`src/rtl/sram_ctrl_pkg.sv`:
```
package sram_ctrl_pkg;

  typedef enum logic [2:0] {
    ST_IDLE,
    ST_READ,
    ST_TURN,
    ST_WSETUP,
    ST_WPULSE,
    ST_WRECOV
  } ctrl_state_e;

  function automatic int unsigned max_of(input int unsigned a, input int unsigned b);
    return (a > b) ? a : b;
  endfunction

endpackage

```
`src/rtl/sram_rst_sync.sv`:
```
module sram_rst_sync (
  input  logic clk,
  input  logic rst_n,
  output logic rst_q
);

  logic [1:0] sync_q;

  always_ff @(posedge clk or negedge rst_n) begin
    if (!rst_n) begin
      sync_q <= 2'b00;
    end else begin
      sync_q <= {sync_q[0], 1'b1};
    end
  end

  assign rst_q = sync_q[1];

endmodule

```
`src/rtl/sram_interval_timer.sv`:
```
module sram_interval_timer #(
  parameter int CNT_W = 3
) (
  input  logic             clk,
  input  logic             rst_n,
  input  logic             load,
  input  logic [CNT_W-1:0] load_val,
  output logic             expired
);

  logic [CNT_W-1:0] cnt_q;
  logic [CNT_W-1:0] cnt_d;

  always_comb begin
    cnt_d = cnt_q;
    if (load) begin
      cnt_d = load_val;
    end else if (cnt_q != '0) begin
      cnt_d = cnt_q - 1'b1;
    end
  end

  always_ff @(posedge clk or negedge rst_n) begin
    if (!rst_n) begin
      cnt_q <= '0;
    end else begin
      cnt_q <= cnt_d;
    end
  end

  assign expired = (cnt_q == '0);

endmodule

```
`src/rtl/sram_lane_map.sv`:
```
module sram_lane_map #(
  parameter  int ADDR_W = 21,
  parameter  int DATA_W = 16,
  localparam int LANES  = DATA_W / 8,
  localparam int DEV_AW = ADDR_W - 1
) (
  input  logic              word_mode,
  input  logic [ADDR_W-1:0] addr,
  input  logic [LANES-1:0]  mask,
  input  logic [DATA_W-1:0] wdata,
  output logic [DEV_AW-1:0] dev_addr,
  output logic              dev_lsb,
  output logic [LANES-1:0]  lane_n,
  output logic [DATA_W-1:0] dq_wr,
  input  logic [LANES-1:0]  rd_lane_n,
  input  logic [DATA_W-1:0] dq_rd,
  output logic [DATA_W-1:0] rdata
);

  logic [LANES-1:0] mask_eff;

  assign mask_eff = (mask == '0) ? '1 : mask;
  assign dev_addr = word_mode ? addr[DEV_AW-1:0] : addr[ADDR_W-1:1];
  assign dev_lsb  = word_mode ? 1'b0 : addr[0];

  for (genvar g = 0; g < LANES; g++) begin : g_lane
    if (g == 0) begin : g_low
      assign lane_n[g]        = word_mode ? ~mask_eff[g] : 1'b0;
      assign dq_wr[g*8 +: 8]  = wdata[g*8 +: 8];
    end else begin : g_high
      assign lane_n[g]        = word_mode ? ~mask_eff[g] : 1'b1;
      assign dq_wr[g*8 +: 8]  = word_mode ? wdata[g*8 +: 8] : 8'h00;
    end
    assign rdata[g*8 +: 8] = rd_lane_n[g] ? 8'h00 : dq_rd[g*8 +: 8];
  end

endmodule

```
`src/rtl/sram_async_ctrl.sv`:
```
module sram_async_ctrl #(
  parameter  int ADDR_W       = 21,
  parameter  int DATA_W       = 16,
  parameter  int CLK_NS       = 20,
  parameter  int T_ACCESS_NS  = 55,
  parameter  int T_RCYC_NS    = 55,
  parameter  int T_WCYC_NS    = 55,
  parameter  int T_WPULSE_NS  = 30,
  parameter  int T_DSETUP_NS  = 25,
  parameter  int T_OFF_NS     = 25,
  parameter  int RD_CYC       = 3,
  parameter  int WR_SETUP_CYC = 1,
  parameter  int WR_PULSE_CYC = 2,
  parameter  int WR_RECOV_CYC = 1,
  parameter  int TURN_CYC     = 2,
  localparam int LANES        = DATA_W / 8,
  localparam int DEV_AW       = ADDR_W - 1
) (
  input  logic              clk,
  input  logic              rst_n,
  input  logic              req_valid,
  output logic              req_ready,
  input  logic              req_write,
  input  logic              req_word,
  input  logic [ADDR_W-1:0] req_addr,
  input  logic [LANES-1:0]  req_mask,
  input  logic [DATA_W-1:0] req_wdata,
  output logic              rsp_valid,
  output logic [DATA_W-1:0] rsp_rdata,
  output logic [DEV_AW-1:0] mem_addr,
  output logic              mem_addr_lsb,
  output logic              mem_word,
  output logic              mem_cs_n,
  output logic              mem_cs,
  output logic              mem_we_n,
  output logic              mem_oe_n,
  output logic [LANES-1:0]  mem_lane_n,
  output logic [DATA_W-1:0] mem_dq_out,
  output logic              mem_dq_oe,
  input  logic [DATA_W-1:0] mem_dq_in
);

  import sram_ctrl_pkg::*;

  localparam int MAX_CYC = int'(max_of(max_of(max_of(RD_CYC, WR_SETUP_CYC),
                                   max_of(WR_PULSE_CYC, WR_RECOV_CYC)), TURN_CYC));
  localparam int CNT_W   = (MAX_CYC < 2) ? 1 : $clog2(MAX_CYC);

  localparam logic [CNT_W-1:0] LD_RD   = CNT_W'(RD_CYC - 1);
  localparam logic [CNT_W-1:0] LD_TURN = CNT_W'(TURN_CYC - 1);
  localparam logic [CNT_W-1:0] LD_WS   = CNT_W'(WR_SETUP_CYC - 1);
  localparam logic [CNT_W-1:0] LD_WP   = CNT_W'(WR_PULSE_CYC - 1);
  localparam logic [CNT_W-1:0] LD_WR   = CNT_W'(WR_RECOV_CYC - 1);

  localparam bit PARAMS_OK =
    (RD_CYC >= 1) && (WR_SETUP_CYC >= 1) && (WR_PULSE_CYC >= 1) &&
    (WR_RECOV_CYC >= 1) && (TURN_CYC >= 1) && (DATA_W == 8 * LANES) &&
    (RD_CYC * CLK_NS >= T_ACCESS_NS) &&
    ((RD_CYC + TURN_CYC) * CLK_NS >= T_RCYC_NS) &&
    ((WR_SETUP_CYC + WR_PULSE_CYC + WR_RECOV_CYC) * CLK_NS >= T_WCYC_NS) &&
    (WR_PULSE_CYC * CLK_NS >= T_WPULSE_NS) &&
    ((WR_SETUP_CYC + WR_PULSE_CYC) * CLK_NS >= T_DSETUP_NS) &&
    (TURN_CYC * CLK_NS >= T_OFF_NS);

  initial begin
    AST_PARAMS_OK: assert (PARAMS_OK)
      else $error("sram_async_ctrl: interval parameters too short for clock period");
  end

  logic rst_q;

  sram_rst_sync u_rst (
    .clk   (clk),
    .rst_n (rst_n),
    .rst_q (rst_q)
  );

  // state and strobe registers
  ctrl_state_e       st_q, st_d;
  logic              sel_q, sel_d;
  logic              we_n_q, we_n_d;
  logic              oe_n_q, oe_n_d;
  logic              dq_oe_q, dq_oe_d;
  logic              rsp_q, rsp_d;
  logic              tmr_load;
  logic [CNT_W-1:0]  tmr_val;
  logic              tmr_done;
  logic              accept;
  logic              capture;

  // request-side registers (loaded on accept)
  logic [DEV_AW-1:0] addr_q;
  logic              lsb_q;
  logic              word_q;
  logic [LANES-1:0]  lane_n_q;
  logic [DATA_W-1:0] dq_q;
  logic [DATA_W-1:0] rdata_q;

  logic [DEV_AW-1:0] map_addr;
  logic              map_lsb;
  logic [LANES-1:0]  map_lane_n;
  logic [DATA_W-1:0] map_dq;
  logic [DATA_W-1:0] map_rdata;

  sram_lane_map #(
    .ADDR_W (ADDR_W),
    .DATA_W (DATA_W)
  ) u_map (
    .word_mode (req_word),
    .addr      (req_addr),
    .mask      (req_mask),
    .wdata     (req_wdata),
    .dev_addr  (map_addr),
    .dev_lsb   (map_lsb),
    .lane_n    (map_lane_n),
    .dq_wr     (map_dq),
    .rd_lane_n (lane_n_q),
    .dq_rd     (mem_dq_in),
    .rdata     (map_rdata)
  );

  sram_interval_timer #(
    .CNT_W (CNT_W)
  ) u_tmr (
    .clk      (clk),
    .rst_n    (rst_q),
    .load     (tmr_load),
    .load_val (tmr_val),
    .expired  (tmr_done)
  );

  assign req_ready = rst_q && (st_q == ST_IDLE);
  assign accept    = req_valid && req_ready;

  // next-state logic
  always_comb begin
    st_d     = st_q;
    sel_d    = sel_q;
    we_n_d   = we_n_q;
    oe_n_d   = oe_n_q;
    dq_oe_d  = dq_oe_q;
    rsp_d    = 1'b0;
    capture  = 1'b0;
    tmr_load = 1'b0;
    tmr_val  = '0;
    unique case (st_q)
      ST_IDLE: begin
        if (accept) begin
          sel_d    = 1'b1;
          tmr_load = 1'b1;
          if (req_write) begin
            st_d    = ST_WSETUP;
            dq_oe_d = 1'b1;
            tmr_val = LD_WS;
          end else begin
            st_d    = ST_READ;
            oe_n_d  = 1'b0;
            tmr_val = LD_RD;
          end
        end
      end
      ST_READ: begin
        if (tmr_done) begin
          capture  = 1'b1;
          rsp_d    = 1'b1;
          sel_d    = 1'b0;
          oe_n_d   = 1'b1;
          st_d     = ST_TURN;
          tmr_load = 1'b1;
          tmr_val  = LD_TURN;
        end
      end
      ST_TURN: begin
        if (tmr_done) begin
          st_d = ST_IDLE;
        end
      end
      ST_WSETUP: begin
        if (tmr_done) begin
          we_n_d   = 1'b0;
          st_d     = ST_WPULSE;
          tmr_load = 1'b1;
          tmr_val  = LD_WP;
        end
      end
      ST_WPULSE: begin
        if (tmr_done) begin
          we_n_d   = 1'b1;
          st_d     = ST_WRECOV;
          tmr_load = 1'b1;
          tmr_val  = LD_WR;
        end
      end
      ST_WRECOV: begin
        if (tmr_done) begin
          sel_d   = 1'b0;
          dq_oe_d = 1'b0;
          st_d    = ST_IDLE;
        end
      end
      default: st_d = ST_IDLE;
    endcase
  end

  // control registers
  always_ff @(posedge clk or negedge rst_q) begin
    if (!rst_q) begin
      st_q    <= ST_IDLE;
      sel_q   <= 1'b0;
      we_n_q  <= 1'b1;
      oe_n_q  <= 1'b1;
      dq_oe_q <= 1'b0;
      rsp_q   <= 1'b0;
    end else begin
      st_q    <= st_d;
      sel_q   <= sel_d;
      we_n_q  <= we_n_d;
      oe_n_q  <= oe_n_d;
      dq_oe_q <= dq_oe_d;
      rsp_q   <= rsp_d;
    end
  end

  // request registers, enabled on accept
  always_ff @(posedge clk or negedge rst_q) begin
    if (!rst_q) begin
      addr_q   <= '0;
      lsb_q    <= 1'b0;
      word_q   <= 1'b1;
      lane_n_q <= '1;
      dq_q     <= '0;
    end else if (accept) begin
      addr_q   <= map_addr;
      lsb_q    <= map_lsb;
      word_q   <= req_word;
      lane_n_q <= map_lane_n;
      dq_q     <= map_dq;
    end
  end

  // read data register, enabled on capture
  always_ff @(posedge clk or negedge rst_q) begin
    if (!rst_q) begin
      rdata_q <= '0;
    end else if (capture) begin
      rdata_q <= map_rdata;
    end
  end

  assign rsp_valid    = rsp_q;
  assign rsp_rdata    = rdata_q;
  assign mem_addr     = addr_q;
  assign mem_addr_lsb = lsb_q;
  assign mem_word     = word_q;
  assign mem_cs_n     = ~sel_q;
  assign mem_cs       = sel_q;
  assign mem_we_n     = we_n_q;
  assign mem_oe_n     = oe_n_q;
  assign mem_lane_n   = lane_n_q | {LANES{~sel_q}};
  assign mem_dq_out   = dq_q;
  assign mem_dq_oe    = dq_oe_q;

  AST_WE_OE_EXCL: assert property (@(posedge clk) disable iff (!rst_q)
    !mem_we_n |-> mem_oe_n);

  AST_NO_DRIVE_ON_READ: assert property (@(posedge clk) disable iff (!rst_q)
    mem_dq_oe |-> mem_oe_n);

  AST_ADDR_HOLD_WE: assert property (@(posedge clk) disable iff (!rst_q)
    (!mem_we_n || !$past(mem_we_n)) |-> ($stable(mem_addr) && $stable(mem_addr_lsb)));

  AST_LANE_ON_SELECT: assert property (@(posedge clk) disable iff (!rst_q)
    mem_cs |-> !(&mem_lane_n));

  AST_RSP_ONE_CYCLE: assert property (@(posedge clk) disable iff (!rst_q)
    rsp_valid |=> !rsp_valid);

  AST_IDLE_DESELECT: assert property (@(posedge clk) disable iff (!rst_q)
    req_ready |-> (mem_cs_n && !mem_cs && mem_we_n && mem_oe_n && !mem_dq_oe));

  AST_RSP_AFTER_READ: assert property (@(posedge clk) disable iff (!rst_q)
    rsp_valid |-> ($rose(mem_oe_n) && !req_ready));

endmodule

```
`config.mk`:
```
export PLATFORM = sky130hd
export DESIGN_NAME = sram_async_ctrl
export DESIGN_NICKNAME = d
export VERILOG_FILES = /design/src/rtl/sram_ctrl_pkg.sv /design/src/rtl/sram_rst_sync.sv /design/src/rtl/sram_interval_timer.sv /design/src/rtl/sram_lane_map.sv /design/src/rtl/sram_async_ctrl.sv
export SDC_FILE = /design/constraint.sdc
export NUM_CORES = 1
export LEC_CHECK = 0
export ABC_CLOCK_PERIOD_IN_PS = 4600
export BUFFER_PORTS_ARGS = -buffer_cell sky130_fd_sc_hd__buf_2
export CAP_MARGIN = 15
export CELL_PAD_IN_SITES_DETAIL_PLACEMENT = 1
export CELL_PAD_IN_SITES_GLOBAL_PLACEMENT = 1
export CORE_MARGIN = 3
export CORE_UTILIZATION = 35
export CTS_CLUSTER_DIAMETER = 50
export DETAILED_ROUTE_END_ITERATION = 7
export PLACE_DENSITY = 0.81
export SETUP_SLACK_MARGIN = 0.15
export SKIP_LAST_GASP = 1
export SLEW_MARGIN = 30
export SYNTH_ARGS = -nofsm -noshare
export SYNTH_HDL_FRONTEND = slang
export SYNTH_SLANG_ARGS = --single-unit
```
`constraint.sdc`:
```
create_clock -name clk -period 4.6 [get_ports clk]
set_clock_uncertainty 0.2 [all_clocks]
set_input_delay 0.23 -clock clk [delete_from_list [all_inputs] [get_ports clk]]
set_output_delay 0.23 -clock clk [all_outputs]
set_load 0.05 [all_outputs]
```
Word level (Yosys, flattened, before mapping)
Index checks and enable logic that the tools add are counted.
{"block": "totals", "reg_bits": 68, "latch_bits": 0, "ramBits": 0, "rom_bits": 0, "elab_cells": 89, "memories": 0}
{"block": "classes", "add_sub_neg": 1, "multipliers": 0, "div_mod_pow": 0, "n_lt_le_gt_ge": 0, "eq_ne": 14, "n_shift": 0, "n_mux": 36, "n_bitwise": 4, "reduce_logical": 20}
{"cell": "2-to-1 mux 8 bit", "count": 3}
{"cell": "2-to-1 mux 20 bit", "count": 1}
{"cell": "2-to-1 mux 3 bit", "count": 5}
{"cell": "case mux 3 bit (5 select lines)", "count": 1}
{"cell": "2-to-1 mux 1 bit", "count": 14}
{"cell": "!= test 2 bit (second input constant)", "count": 7}
{"cell": "2-to-1 mux 2 bit", "count": 6}
{"cell": "nonzero test 2 bit", "count": 6}
{"cell": "case mux 1 bit (2 select lines)", "count": 5}
{"cell": "AND reduction 4 bit", "count": 2}
{"cell": "equality test 3 x 2 -> 1 bit (second input constant)", "count": 2}
{"cell": "equality test 3 bit (second input constant)", "count": 2}
{"cell": "AND reduction 3 bit", "count": 2}
{"cell": "OR reduction 2 bit", "count": 3}
{"cell": "AND reduction 5 bit", "count": 1}
{"cell": "zero test 2 bit", "count": 2}
{"cell": "!= test 2 x 1 -> 1 bit (second input constant)", "count": 2}
{"cell": "case mux 2 bit (2 select lines)", "count": 1}
{"cell": "equality test 3 x 1 -> 1 bit (second input constant)", "count": 1}
{"cell": "zero test 3 bit", "count": 1}
{"cell": "inverter 1 bit", "count": 3}
{"cell": "OR reduction 3 bit", "count": 1}
{"cell": "logical AND 1 bit", "count": 2}
{"cell": "bitwise OR 2 bit", "count": 1}
{"cell": "subtractor 2 x 1 -> 2 bit (second input constant)", "count": 1}

Logic depth before layout (Yosys ltp)
Gate-level depths: netlist (run 1).
{"block": "logic_depth", "word_depth": 6, "mapped_depth": 7, "depth_no_buf": 5}

Hierarchy
From an unflattened synthesis (run 1), not the netlist that was laid out.
{"block": "hier_totals", "cells_unflattened": 233, "hier_area_um2": 3209.3}
{"module": "sram_async_ctrl", "n_inst": 1, "cells_per_inst": 159, "area_each_um2": 2486.1, "seq_area_each_um2": 1607.8}
{"module": "sram_lane_map", "n_inst": 1, "cells_per_inst": 59, "area_each_um2": 555.5, "seq_area_each_um2": 0.0}
{"module": "sram_interval_timer", "n_inst": 1, "cells_per_inst": 12, "area_each_um2": 113.9, "seq_area_each_um2": 50.0}
{"module": "sram_rst_sync", "n_inst": 1, "cells_per_inst": 3, "area_each_um2": 53.8, "seq_area_each_um2": 50.0}

Worst setup path after synthesis (run 1)
Ideal clock, no wire load.
{"block": "synth_path", "path_kind": "reg-to-reg", "start": "register u_rst.sync_q[1]", "end": "register dq_oe_q (netlist: mem_dq_oe)", "setup_ps": 67, "t_arrival_ps": 3985, "required_time_ps": 4333, "path_slack_ps": 348, "stages_incl_launch_ff": 4, "period_less_slack_ps": 4252, "cell_sequence": "dfrtp_1 > nor4b_1 > and3_1 > o32a_1"}
{"block": "synth_between", "elab_chain_len": 4}
{"item": "start: declaration", "line": "sram_rst_sync.sv:7", "source": "logic [1:0] sync_q;"}
{"item": "start signal: assignment", "line": "sram_rst_sync.sv:13", "source": "sync_q <= {sync_q[0], 1'b1};"}
{"item": "logical AND 1 bit", "line": "sram_async_ctrl.sv:132", "source": "assign req_ready = rst_q && (st_q == ST_IDLE);"}
{"item": "via req_ready", "line": "sram_async_ctrl.sv:22", "source": "output logic req_ready,"}
{"item": "logical AND 1 bit", "line": "sram_async_ctrl.sv:133", "source": "assign accept = req_valid && req_ready;"}
{"item": "!= test 2 bit (no source line)"}
{"item": "AND reduction 4 bit (no source line)"}
{"item": "end signal: assignment", "line": "sram_async_ctrl.sv:219", "source": "dq_oe_q <= dq_oe_d;"}
{"item": "end: declaration", "line": "sram_async_ctrl.sv:83", "source": "logic dq_oe_q, dq_oe_d;"}
The timed path passes the listed nets, and every way through them passes these cells.
A chain may end at the register's enable or synchronous reset.

Worst setup path after layout (run 1)
{"block": "layout_path", "start": "register st_q[2]", "end": "register dq_q[6] (netlist: mem_dq_out[6])"}
{"block": "layout_between", "elab_chain_len": 3}
{"item": "start: declaration", "line": "sram_async_ctrl.sv:79", "source": "ctrl_state_e st_q, st_d;"}
{"item": "start signal: assignment", "line": "sram_async_ctrl.sv:215", "source": "st_q <= st_d;"}
{"item": "zero test 3 bit", "line": "sram_async_ctrl.sv:132"}
{"item": "logical AND 1 bit", "line": "sram_async_ctrl.sv:132"}
{"item": "logical AND 1 bit", "line": "sram_async_ctrl.sv:133"}
{"item": "end signal: assignment", "line": "sram_async_ctrl.sv:237", "source": "dq_q <= map_dq;"}
{"item": "end: declaration", "line": "sram_async_ctrl.sv:96", "source": "logic [DATA_W-1:0] dq_q;"}
No other way between the ends.

==> results of run 1 <==
[how the worst max path moves through the flow]
stage / from / endpoint / slack (ps) / cells after the start
floorplan: u_rst.sync_q[1] / mem_dq_oe / 350 / 3
global placement: st_q[2] / mem_dq_out[6] / 2070 / 5
detailed placement: st_q[2] / mem_dq_out[6] / 1980 / 5
CTS: st_q[2] / mem_dq_out[6] / 1980 / 5
global route: st_q[2] / mem_dq_out[6] / 1810 / 5
finish: st_q[2] / mem_dq_out[6] / 1960 / 5
[timing repair]
action	4_1_cts	5_1_grt
endpoints found under the hold margin	47	0
buffers inserted	0	0
setup endpoints to repair	0	0
hold buffers	52	0
[per-layer routing]
metal	vias to the layer above	track usage (%)	part of all wire (%)
met5	-	0	0
li1	1312	-	-
met2	89	33.32	51
met1	1357	22.52	41
met4	0	7.983	2.5
met3	22	4.208	5.5
[power breakdown]
group / internal, mW / total (mW) / switching, mW / leakage, nW
Combinational: 0.470 / 1.80 / 1.33 / 1.28
Clock: 0.202 / 0.411 / 0.209 / 0.0848
Sequential: 0.879 / 1.07 / 0.193 / 0.832
[synthesized netlist by cell type]
cell type	n
a211oi_1	1
a21oi_1	2
a221oi_1	1
a31o_2	1
a31oi_1	2
and3_1	1
buf_2	1
buf_6	3
buf_8	1
clkbuf_1	19
conb_1	1
dfrtp_1	63
dfstp_2	5
ha_1	1
inv_1	7
mux2_2	1
mux2_4	9
mux2i_1	20
nand2_1	29
nand2b_1	19
nand3_1	1
nand3b_1	2
nand4b_1	1
nand4bb_1	1
nor4b_1	1
o2111ai_1	1
o211a_1	1
o21a_1	1
o21ai_0	73
o21ai_1	9
o31ai_1	1
o32a_1	1
or2_1	2
or2_2	1
or3b_2	1
[worst register-to-register path: stages (launching register included)]
cell	delay, ps
dfrtp_1	550
nand3b_1	160
buf_4	310
or2_1	550
buf_4	410
mux2_4	340
[kinds of logic after synthesis]
group	share of synthesized area, %
flip-flops	56.29
buffers and inverters	4.990
adder cells (fa/ha/maj)	0.4123
AO/OA/AOI/OAI	16.54
other	0.1236
AND/OR/NAND/NOR	10.23
multiplexers	11.42
[cell type report]
class                      count  area, um2  share of cell area, %
sequential                    68       1709                  39.14
multi-input combinational    185       1175                  26.91
timing repair buffer         179       1169                  26.76
clock buffer                  11      141.4                  3.238
tap                          105      131.4                  3.009
inverter                       7      26.28                 0.6017
clock inverter                 3      15.01                 0.3438
[flip-flops by register name (all words and copies together) (netlist names)]
name and count:
mem_addr 20, mem_dq_out 16, rsp_rdata 16, st_q 3, lane_n_q 2, u_rst.sync_q 2
u_tmr.cnt_q 2, mem_addr_lsb 1, mem_cs 1, mem_dq_oe 1, mem_oe_n 1, mem_we_n 1
mem_word 1, rsp_valid 1
[per-stage QoR]
step / power, mW / worst slack [ps] / utilization (%) / hold WS [ps] / area, um2
2_1_floorplan: 2.410 / 348.0 / - / -265.6 / 3034
3_3_place_gp: 2.790 / 2069 / 44.46 / -176.5 / 3690
3_5_place_dp: 2.847 / 1983 / 44.46 / -180.3 / 3690
4_1_cts: 3.303 / 1978 / 52.62 / 2.031 / 4367
5_1_grt: 3.474 / 1814 / 52.62 / 17.20 / 4367
6_report: 3.280 / 1963 / 52.62 / 16.13 / 4367
==> flow_summary.ini, run 1 <==
[final_layout]
fin_cells = 558
layout_common_cells = 122 x buf_2, 73 x o21ai_0, 62 x dfrtp_1
layout_commonest_cell = buf_2
antenna_cells = 0
drive_gt1_share_pct = 35.10
syn2layout_area_growth_pct = 43.92
fillerInstances = 952
nNetsFinal = 511

[setup_path]
reg2regPathDepth = 5
cp-end-kind = flop
required_ps = 4620
crit_type = flop to flop
slowest_stage = dfrtp_1
r2r_start = st_q[2]
cp_cell_sequence = nand3b_1 -> buf_4 -> or2_1 -> buf_4 -> mux2_4
cp.arrival_ps = 2650
cpMostUsedCell = buf_4
critPathMaxStageDelay_ps = 550
reg2reg_setup_slack_ps = 1960
critPathTopFamily = simple AND/OR/NAND/NOR gates
startpoint_type = flop
r2r-end = mem_dq_out[6]
cp_max_fo = 35
cp_num_buf_inv = 2

[place]
routabilityCongestion = 0.7354
dpl.hpwl_um = 5861
numPortBuffers = 122
placedCellCount = 492

[detailed_routing]
vias = 2780
wl_per_cell_um = 16.47
drc_errors = 0
drt_first_iter_violations = 78
drtAntennaViolNets = 0
wirelength_um = 9192
vias_per_cell = 4.982
drt_pass1_iterations = 4

[yosys]
ys_seq_area_share_pct = 56.29
netlist_area_mm2 = 0.003034
yosys.area.top_type = dfrtp_1
synth.distinct_cells = 35
synth_warnings = 0
synthCells = 284
synth_area_leaders = dfrtp_1 52%, o21ai_0 12%, mux2i_1 6.6%, mux2_4 4.5%, dfstp_2 4.3%
synth_seq_cells = 68
syn-num-nets = 345
synth_top_cell_area_share_pct = 51.96
synth.avg_cell_area_um2 = 10.68

[floorplanning]
fp.dieArea_mm2 = 0.009822
core-area_mm2 = 0.008299
rows = 33
die_x_um = 99.11
ioPinCount = 123
die_y_um = 99.11
start_util_pct = 36.56

[timing]
slew_headroom_pct = 44.59
fin_crit_sh_pct = 57.32
hold_viol_final = 0
fin_setup_tns_ps = 0
setup_viol = 0
tightest_slew_ps = 831.1
max_freq_mhz = 379.2
fin_crit_ps = 2637
rsz0062_at_grt = false
drv_slew = 0

[worst_hold_path]
min_path_cells = 3
hold_start = mem_dq_in[11]
min_path_type = input pin to flop
holdPathEnd = rsp_rdata[11]

[global_routing]
antenna_found_initial = 0
overflow = 0
grt_pass1_wl_um = 14900
grt_max_degree = 68
track_usage_pct = 19.03
grt_pass1_vias = 2977

[power_and_ir_drop]
peakVddDrop_v = 0.0003780
power_density_mw_per_mm2 = 751.0
power_leakage_nw = 2.197

[clock_network]
cts_root_buffer = clkbuf_8
cts_tree = yes
clk_latency_ps = 330
clock-sinks = 68
path_clk_slew_ps = 70
htreeDepth = 3
cts-buffers-inserted = 9
clock_path_buffers = 2
postCtsResizedCells = 0

[outcome]
outcome = completed

[job]
cap_violations = 0
Note: power is estimated with default switching activity, not from simulation.
==> run 2, diff against run 1 <==
ABC_AREA = 1   (was default)
ABC_CLOCK_PERIOD_IN_PS = 2300   (was 4600)
CORE_UTILIZATION = 31   (was 35)
PLACE_DENSITY = 0.79   (was 0.81)
clock period = 2.3 ns   (was 4.6 ns; I/O delays follow)
==> run 2 against run 1 <==
  * Clock power rose by 140%
  * Sequential cell count did not move
  * Maximum frequency rose by 32%
  * Design area rose by 2.8%
  * Combinational power rose by 110%
  * Sequential share of layout area fell by 1.1 points
  * Hold slack improved by 81 ps
  * Worst setup slack got worse by 1700 ps
  * Sequential power rose by 95%
  * Largest cell class unchanged
==> flow_summary.ini, run 2 <==
[global_routing]
grt_max_degree = 67
antenna_found_initial = 0
track_usage_pct = 19.25
overflow = 0
grt_pass1_vias = 3274
grt_pass1_wl_um = 16660

[detailed_routing]
drt_first_iter_violations = 88
drc_errors = 0
wirelength_um = 10180
vias = 3061
wl_per_cell_um = 15.44
drt_pass1_iterations = 4
drtAntennaViolNets = 0
vias_per_cell = 4.645

[place]
numPortBuffers = 122
dpl_worst_slack_ps = 271.2
placedCellCount = 583
routabilityCongestion = 0.7981
dpl.hpwl_um = 6179
placed_cell_area_mm2 = 0.003689

[yosys]
synth_commonest_cells = 136 x nand2_1, 63 x dfrtp_1, 34 x nor2_1, 22 x nand3_1, 18 x inv_1
synth_top_cell_area_share_pct = 52.94
synth_area_leaders = dfrtp_1 53%, nand2_1 17%, dfstp_2 4.4%, nor2_1 4.3%, o31ai_1 4.0%
synth_warnings = 0
yosys.area.top_type = dfrtp_1
synthCells = 342
async_reset_ff_share_pct = 100.0
syn-num-nets = 403
ys_seq_area_share_pct = 57.35
synth_seq_cells = 68
ys.flop_type = dfrtp_1
synth_edf_count = 0
synth.avg_cell_area_um2 = 8.707
synth.most_common_cell = nand2_1
netlist_area_mm2 = 0.002978
synth.distinct_cells = 27

[setup_path]
reg2regPathDepth = 4
cp_max_fo = 48
reg2reg_setup_slack_ps = 300
cp_cell_sequence = nor2_4 -> nand4_4 -> buf_12 -> o31ai_1
cp.arrival_ps = 2030
required_ps = 2330
r2r-end = mem_addr[18]
cp-end-kind = flop
slowest_stage = dfrtp_1
crit_type = flop to flop
r2r_start = st_q[1]
startpoint_type = flop
critPathMaxStageDelay_ps = 490

[timing]
layout_setup_ws_ps = 304.5
hold_viol_final = 0
drv_slew = 0
fin_crit_ps = 1995
holdWs_ps = 97.04
fin_crit_sh_pct = 86.76
setup_viol = 0
max_freq_mhz = 501.1
rsz0062_at_grt = false
tightest_slew_ps = 825.7
fin_setup_tns_ps = 0
slew_headroom_pct = 44.95

[worst_hold_path]
holdPathEnd = mem_cs
min_path_cells = 3
min_path_type = input pin to flop
hold_start = req_valid

[clock_network]
path_clk_slew_ps = 80
cts_tree = yes
cts_root_buffer = clkbuf_8
clock_path_buffers = 2
clk_latency_ps = 340
clock-sinks = 68
cts-buffers-inserted = 9
post_cts.repair.setup_buffers = 0
htreeDepth = 3

[floorplanning]
die_y_um = 104.0
ioPinCount = 123
rows = 35
fp.dieArea_mm2 = 0.01082
core-area_mm2 = 0.009284
die_x_um = 104.0
start_util_pct = 32.08

[power_and_ir_drop]
switching_share_pct = 54.20
power_frac_comb_pct = 55.2
peakVddDrop_v = 0.0007102
power_density_mw_per_mm2 = 1526
p_sw_mw = 3.715
power_mw = 6.854
p_clk_share_pct = 14.3
internal_power_mw = 3.139
sequentialPowerShare_pct = 30.5
power_leakage_nw = 2.426

[final_layout]
drive_gt1_share_pct = 29.43
final_util_pct = 48.37
stdcell_area_mm2 = 0.004491
layout_commonest_cell = nand2_1
nNetsFinal = 586
layout_common_cells = 136 x nand2_1, 122 x buf_2, 62 x dfrtp_1
syn2layout_area_growth_pct = 50.80
fillerInstances = 1141
fin_cells = 659
antenna_cells = 0
largest_reg_flops = 20

[job]
cap_violations = 0

[outcome]
outcome = completed
## run 2: worst max-delay path, delay by kind of cell, from the launching register on
kind	cells	cell delay, ps
AND/OR/NAND/NOR	2	590
AO/OA/AOI/OAI	1	260
flip-flops	1	490
buffers and inverters	1	330
## run 2: cell families (layout without fill, tap and decap cells)
logic type	Yosys count	in the layout	share of synthesized area (%)
and+or+nand+nor	200	200	27.98
adders and majority gates	1	1	0.4201
DFF	68	68	57.35
buffers and inverters	37	225	6.554
other	1	1	0.1259
AOI/OAI and AO/OA	35	35	7.563
## run 2: power groups by stage
stage / clock network, mW / registers (mW) / logic (mW)
after CTS: 1.00 / 2.08 / 3.75
final: 0.977 / 2.09 / 3.78
after floorplan: 0 / 3.73 / 1.14
after global routing: 1.06 / 2.16 / 4.04
after detailed placement: 0 / 2.09 / 3.68
after global placement: 0 / 2.07 / 3.58
## run 2: worst max-delay path by stage
stage,slack (ps),start,endpoint
6_report,300,st_q[1],mem_addr[18]
3_5_place_dp,270,st_q[1],u_tmr.cnt_q[1]
3_3_place_gp,380,st_q[1],u_tmr.cnt_q[1]
4_1_cts,270,st_q[1],u_tmr.cnt_q[1]
2_1_floorplan,170,u_rst.sync_q[1],mem_dq_out[10]
5_1_grt,200,st_q[1],mem_addr[18]
## run 2: final cells by class
cell class	instances	area [um2]	share of cell area (%)
tap	129	161.4	3.594
sequential	68	1709	38.06
inverter	22	86.33	1.923
timing repair buffer	187	1261	28.09
multi-input combinational	237	1080	24.05
clock inverter	6	65.06	1.449
clock buffer	10	127.6	2.842
## run 2: timing repair
action / CTS / global route
endpoints found under the setup margin: 0 / 3
resized for setup: 0 / 2
hold buffers: 60 / 0
hold endpoints to repair: 59 / 0
## run 2: per-layer routing
metal / wire, um / GRT usage (%)
met5: 0 / 0
met4: 295 / 8.167
met3: 556 / 5.152
met2: 5248 / 34.03
met1: 4075 / 21.86
